File: config.mk
export PLATFORM = sky130hd
export DESIGN_NAME = pwm10_gen
export DESIGN_NICKNAME = d
export VERILOG_FILES = /design/src/rtl/pwm10_gen.sv
export SDC_FILE = /design/constraint.sdc
export NUM_CORES = 1
export LEC_CHECK = 0
export BUFFER_PORTS_ARGS = -buffer_cell sky130_fd_sc_hd__buf_4
export CAP_MARGIN = 20
export CORE_MARGIN = 1
export CORE_UTILIZATION = 50
export CTS_CLUSTER_DIAMETER = 100
export CTS_CLUSTER_SIZE = 28
export DETAILED_ROUTE_END_ITERATION = 7
export HOLD_SLACK_MARGIN = 0.08
export PLACE_DENSITY_LB_ADDON = 0.1
export SLEW_MARGIN = 20
export SYNTH_ARGS = -nofsm -noshare
export SYNTH_HDL_FRONTEND = slang
export SYNTH_SLANG_ARGS = --single-unit
export TNS_END_PERCENT = 20
File: constraint.sdc
create_clock -name clk -period 6.2 [get_ports clk]
set_input_delay 0.93 -clock clk [delete_from_list [all_inputs] [get_ports clk]]
set_output_delay 0.93 -clock clk [all_outputs]
set_load 0.02 [all_outputs]
File: src/rtl/pwm10_gen.sv
module pwm10_gen #(
  parameter int TW = 8
) (
  input  logic          clk,
  input  logic          rst_n,
  input  logic          en,
  input  logic [TW-1:0] period,
  input  logic [TW-1:0] duty_hi,
  input  logic [1:0]    duty_lo,
  input  logic [1:0]    psel,
  output logic          pwm_out,
  output logic          period_match
);
  localparam int DW = TW + 2;
  localparam int SW = 6;

  logic [SW-1:0] sub;
  logic [TW-1:0] tmr;
  logic [DW-1:0] dbuf;
  logic          run;

  logic [SW-1:0] sub_last;
  logic [1:0]    fine;
  logic          step, last, wrap;
  logic [DW-1:0] nxt, duty_in;

  always_comb begin
    if (psel == 2'b00) begin
      sub_last = SW'(3);
      fine     = sub[1:0];
      step     = 1'b1;
    end else if (psel == 2'b01) begin
      sub_last = SW'(15);
      fine     = sub[3:2];
      step     = (sub[1:0] == 2'b11);
    end else begin
      sub_last = SW'(63);
      fine     = sub[5:4];
      step     = (sub[3:0] == 4'hf);
    end
  end

  assign duty_in      = {duty_hi, duty_lo};
  assign last         = run && (sub >= sub_last);
  assign wrap         = last && (tmr == period);
  assign period_match = wrap;
  assign nxt          = {tmr, fine} + DW'(1);

  always_ff @(posedge clk) begin
    if (!rst_n) begin
      sub     <= '0;
      tmr     <= '0;
      dbuf    <= '0;
      run     <= 1'b0;
      pwm_out <= 1'b0;
    end else if (!en) begin
      sub     <= '0;
      tmr     <= '0;
      run     <= 1'b0;
      pwm_out <= 1'b0;
      dbuf    <= duty_in;
    end else if (!run) begin
      run     <= 1'b1;
      pwm_out <= (dbuf != '0);
    end else begin
      sub <= last ? '0 : sub + SW'(1);
      if (wrap) begin
        tmr     <= '0;
        dbuf    <= duty_in;
        pwm_out <= (duty_in != '0);
      end else begin
        if (last) tmr <= tmr + TW'(1);
        if (step && nxt == dbuf) pwm_out <= 1'b0;
      end
    end
  end

  a_r8_idle_low: assert property (@(posedge clk) disable iff (!rst_n)
    !en |=> !pwm_out);

  a_r5_buffer_held: assert property (@(posedge clk) disable iff (!rst_n)
    (run && en && !period_match) |=> $stable(dbuf));

  a_r2_restart: assert property (@(posedge clk) disable iff (!rst_n)
    (period_match && en) |=> (tmr == '0 && sub == '0));

  a_r3_period_start: assert property (@(posedge clk) disable iff (!rst_n)
    (period_match && en) |=> (pwm_out == ($past(duty_in) != '0)));

  a_r6_rise_source: assert property (@(posedge clk) disable iff (!rst_n)
    $rose(pwm_out) |-> ($past(period_match) || $past(en && !run)));

  a_r8_no_strobe_idle: assert property (@(posedge clk) disable iff (!rst_n)
    !run |-> !period_match);
endmodule

==> results of run 1 <==
-- tightest hold or removal path, stage by stage (launching register included) --
cell and delay (ns):
dfxtp_1 0.35, nand2_1 0.06, o31ai_1 0.06
-- per-stage QoR --
step           total power [mW]  std cells  instance area, sq um  utilization, %  worst slack (ns)
2_1_floorplan             0.208        195                  1690               -              3.12
3_3_place_gp              0.225        253                  1870            59.7              3.04
4_1_cts                   0.311        257                  1900            60.9              3.02
5_1_grt                   0.321        257                  1900            60.9              2.92
6_report                  0.308        257                  1900            60.9              3.01
3_5_place_dp              0.227        253                  1870            59.7              2.99
-- worst paths after layout --
path                        to  slack, ns  startpoint  cells past startpoint
hold / removal         pwm_out       0.50     pwm_out                      2
hold reg to reg        pwm_out       0.50     pwm_out                      2
setup / recovery  period_match       3.01     psel[1]                      8
setup reg to reg       dbuf[5]       3.73      sub[0]                      7
-- final cells by class --
cell class              count  area, sq um  area share (%)
well taps                  44         55.1            2.89
multi-input cells         155         1100            57.6
inverters                   4         15.0           0.788
repair buffers             24          180            9.46
flip-flops and latches     26          520            27.3
clock buffers               4         36.3            1.91
-- cell usage after synthesis, drive strengths merged (2+ instances only) --
cell type   n
ha          7
nor2       22
xnor2      12
clkbuf      3
o21ai       4
and2        3
a31oi       2
nand3       5
xor2       21
o2111ai     2
dfxtp      26
or4         3
nand2      13
nor4        6
nand4       8
a21o        2
nor2b      10
nand2b      2
mux2i      13
buf         7
a31o        2
o31ai       2
and3        3
o21a        2
inv         4
nor3        2
-- where the power goes --
part | switching (mW) | internal (mW) | total [mW] | leakage, nW
clock network | 0.0489 | 0.0359 | 0.0849 | 0.0210
logic | 0.0195 | 0.0246 | 0.0441 | 0.543
registers | 0.00672 | 0.172 | 0.179 | 0.212
total | 0.0751 | 0.233 | 0.308 | 0.776
-- cell families after synthesis --
logic type / count (synthesis) / synth area share (%)
multiplexers: 14 / 8.37
adder cells (fa/ha/maj): 7 / 5.18
XOR/XNOR: 33 / 17.1
AND/OR/NAND/NOR: 81 / 25.0
AO/OA/AOI/OAI: 20 / 9.33
buffers and inverters: 14 / 4.22
flip-flops: 26 / 30.8
-- sequential cells by signal, indices dropped and copies added, names as in the netlist --
| name | cells |
|---|---|
| sub | 6 |
| pwm_out | 1 |
| dbuf | 10 |
| run | 1 |
| tmr | 8 |
-- routing by layer --
metal	wire length [microns]	part of all wire, %	GRT usage [%]	up-vias
li1	-	-	-	720
met1	1620	46	29.2	658
met2	1730	49	37.2	28
met3	112	3.2	1.95	7
met4	59	1.7	7.97	0
met5	0	0	0	-
==> impl_metrics.yaml, run 1 <==
logic_synthesis:
  syn_nets: 225
  synth_edf_count: 0
  ys_types: 41
  synthCells: 195
  synth_area_sq_mm: 0.00169
  async_reset_ff_share_pct: 0
  synth_area_per_cell_sq_um: 8.66
  yosysWarnings: 0
  synthTopCellsByArea: "dfxtp_1, xor2_1, mux2i_1"
  netlist.top_cell.by_area: "dfxtp_1"
  synth-seq-cells: 26
  synth_top_area_share_pct: 30.8
  synth_flop_cell: "dfxtp_1"
  synth_seq_area_share_pct: 30.8
sta:
  rsz0062_at_grt: "no"
  finalCritPeriodShare_pct: 51.5
  maxSlewViolCount: 0
  max_slew_margin_pct: 30.0
  hold_viol: 0
  worst_pin_slew_ns: 1.04
  setup_viol: 0
  finalCriticalPeriod_ns: 3.19
  max_freq_mhz: 313
  tns_ns: 0
  fin_worst_skew_ns: 0.00311
  whs_ns: 0.496
global_route:
  antenna_found_initial: 0
  grt-ovfl-total: 0
  grt_pass1_wl_microns: 6040
  grt_usage_pct: 22.1
  grt_pass1_vias: 1377
  grt_start_max_net_pins: 15
placed_design:
  gp_congestion: 0.869
  hpwlAfterDp_microns: 2850
  port_buffers: 24
worst_setup_path:
  start_kind: "input port"
  cp_top_family: "compound AO/OA/AOI/OAI gates"
  critPathMaxFanout: 9
  endpoint_kind: "primary output"
  critical-path-max-stage-delay_ns: 0.28
  cp_slowest_cell: "ha_1"
  crit_type: "input port to primary output"
  worstPathRequired_ns: 5.27
  critPathArrivalTime_ns: 2.26
  crit_buf_inv: 2
  crit_chain: "buf_4 -> nor2_1 -> ha_1 -> a21o_1 -> nand3_1 -> a31o_2 -> nor2_1 -> buf_4"
clock_network:
  root_buffer: "clkbuf_4"
  cts_hold_buf: 0
  h-tree-depth: 1
  clock_latency_ns: 0.32
  postCtsSetupRepairBufs: 0
  cts.reportedPaths.clkPinSlew_ns: 0.13
  cts_sinks: 26
  cts_buffers: 3
  clock_path_buffers: 2
  cts.repair.resized: 0
  cts_tree: "done"
floorplanning:
  initial_core_util_pct: 54.0
  chipHeight_microns: 60.1
  die_w_microns: 60.1
  dieArea_sq_mm: 0.00361
  rows: 20
  core-area_sq_mm: 0.00313
  ios: 25
routing:
  drt_iter0_markers: 68
  drc: 0
  drt-total-wl_microns: 3520
  wl_per_cell_microns: 13.7
  viasPerCell: 5.50
  first_pass_iters: 4
  num_vias: 1413
  antenna_left: 0
min_path:
  hold_path_class: "flip-flop to flip-flop"
final_layout:
  layout.nets: 244
  final_cell_mix: "dfxtp_1, buf_4, nor2_1"
  n_antenna_cell: 0
  synthToLayoutAreaGrowth_pct: 12.7
  fillCellCount: 289
  layout-drive-gt1-share_pct: 16.4
  final_common_cell: "dfxtp_1"
flow_run:
  drv_cap: 0
power:
  leakage_nw: 0.776
  vdd_drop_max_v: 0.000113
  powerDensity_mw_per_mm2: 162
run_status:
  outcome: "complete, no violations"
Power figures use the tool's default switching activity.
==> inputs of run 2 (changes only) <==
Clock period 6.2 ns to 3.1 ns, I/O delays scaled along.
==> impl_metrics.yaml, run 2 (synthesis results as in run 1) <==
routing:
  wl_per_cell_microns: 14.5
  antenna_left: 0
  first_pass_iters: 4
  num_vias: 1452
  viasPerCell: 5.65
  drc: 0
  drt_iter0_markers: 98
  drt-total-wl_microns: 3720
power:
  leakage_nw: 0.784
  vdd_drop_max_v: 0.000236
  powerDensity_mw_per_mm2: 359
worst_setup_path:
  reg2reg_slack_ns: 0.62
  start_kind: "flip-flop"
  critPathArrivalTime_ns: 2.69
  worstPathRequired_ns: 3.31
  crit_buf_inv: 1
  crit_chain: "mux2i_1 -> o21a_1 -> inv_2 -> ha_1 -> xor2_1 -> a2111oi_0 -> nand4_1 -> a211oi_2 -> o31ai_1"
  cp_top_family: "compound AO/OA/AOI/OAI gates"
  reg2reg_from: "sub[2]"
  endpoint_kind: "flip-flop"
  crit_type: "flip-flop to flip-flop"
  cp_slowest_cell: "a2111oi_0"
  critPathMaxFanout: 6
  critical-path-max-stage-delay_ns: 0.41
  rr_worst_depth: 9
  r2r-end: "pwm_out"
sta:
  finalCriticalPeriod_ns: 2.48
  fin_ws_ns: 0.624
  hold_viol: 0
  setup_viol: 0
  max_freq_mhz: 404
  worst_pin_slew_ns: 0.825
  fin_worst_skew_ns: 0.00314
  finalCritPeriodShare_pct: 79.9
  maxSlewViolCount: 0
  rsz0062_at_grt: "no"
  tns_ns: 0
  max_slew_margin_pct: 44.8
global_route:
  antenna_found_initial: 0
  grt_usage_pct: 23.3
  grt_pass1_wl_microns: 6220
  grt_start_max_net_pins: 16
  grt_pass1_vias: 1356
  grt-ovfl-total: 0
floorplanning:
  chipHeight_microns: 60.1
  dieArea_sq_mm: 0.00361
  core-area_sq_mm: 0.00313
  initial_core_util_pct: 54.0
  rows: 20
  ios: 25
  die_w_microns: 60.1
final_layout:
  reg_top3: "dbuf: 10 flops, tmr: 8 flops, sub: 6 flops"
  final_cell_mix: "dfxtp_1, buf_4, nor2_1"
  n_antenna_cell: 0
  synthToLayoutAreaGrowth_pct: 13.9
  top_register: "dbuf"
  stdcell_count: 257
  layout-drive-gt1-share_pct: 16.9
  final_common_cell: "dfxtp_1"
  largest_reg_flops: 10
  layout.nets: 244
clock_network:
  h-tree-depth: 1
  cts_sinks: 26
  postCtsSetupRepairBufs: 0
  clock_path_buffers: 2
  cts_hold_buf: 0
  cts_tree: "done"
  cts_buffers: 3
  cts.repair.resized: 0
  root_buffer: "clkbuf_4"
  clock_latency_ns: 0.34
  cts.reportedPaths.clkPinSlew_ns: 0.15
min_path:
  whs_path_depth: 3
  hold_path_class: "input port to flip-flop"
  min_to: "dbuf[8]"
  worstHoldStart: "duty_hi[6]"
placed_design:
  pre_cts_ws_ns: 0.342
  port_buffers: 24
  dp.cells: 253
  gp_congestion: 0.888
  hpwlAfterDp_microns: 2960
run_status:
  outcome: "complete, no violations"
flow_run:
  drv_cap: 0
## run 2: cell count changes in the layout (fill, tap and decap cells not counted)
cell / previous run / this run
bufinv_16: 0 / 1
clkbuf_8: 1 / 0
o21ai_1: 2 / 1
o21ai_2: 0 / 1
## run 2: layout make-up
cell class                      count  area [sq um]
Inverter                            4          15.0
Multi-Input combinational cell    155          1100
Timing Repair Buffer               24           180
Clock buffer                        3          22.5
Clock inverter                      1          30.0
Tap cell                           44          55.1
Sequential cell                    26           520
Fill cell                         292          1200
## run 2: worst max path at each step
stage              end  slack [ns]  depth (start not counted)  startpoint
4_1_cts        dbuf[1]        0.62                          7      sub[0]
5_1_grt        pwm_out        0.50                          9      sub[2]
3_3_place_gp   pwm_out        0.28                          9     psel[0]
3_5_place_dp   dbuf[1]        0.34                          9     psel[1]
2_1_floorplan  pwm_out        0.77                          8     psel[0]
6_report       pwm_out        0.62                          9      sub[2]
## run 2: tightest hold or removal path: cells and delay by family
| kind | cells | cell delay (ns) |
|---|---|---|
| buffers and inverters | 1 | 0.08 |
| multiplexers | 1 | 0.06 |
| AND/OR/NAND/NOR | 1 | 0.09 |
## run 2: metal layers
| metal | vias to the layer above | track usage (%) | routed length (microns) |
|---|---|---|---|
| li1 | 722 | - | - |
| met1 | 687 | 30.2 | 1710 |
| met2 | 36 | 38.5 | 1810 |
| met3 | 7 | 2.60 | 134 |
| met4 | 0 | 10.3 | 64 |
| met5 | - | 0 | 0 |
## run 2: metrics by stage
stage	area (sq um)	power [mW]	utilization [%]	hold slack [ns]
after floorplan	1690	0.416	-	0.504
after global placement	1870	0.452	59.7	0.488
after detailed placement	1870	0.455	59.7	0.500
after CTS	1920	0.696	61.4	0.373
after global routing	1920	0.717	61.5	0.380
final	1920	0.691	61.5	0.380
## run 2: power breakdown
group          switching [mW]  internal (mW)  total [mW]
clock                   0.111          0.131       0.242
sequential             0.0131          0.344       0.357
combinational          0.0417         0.0494      0.0911
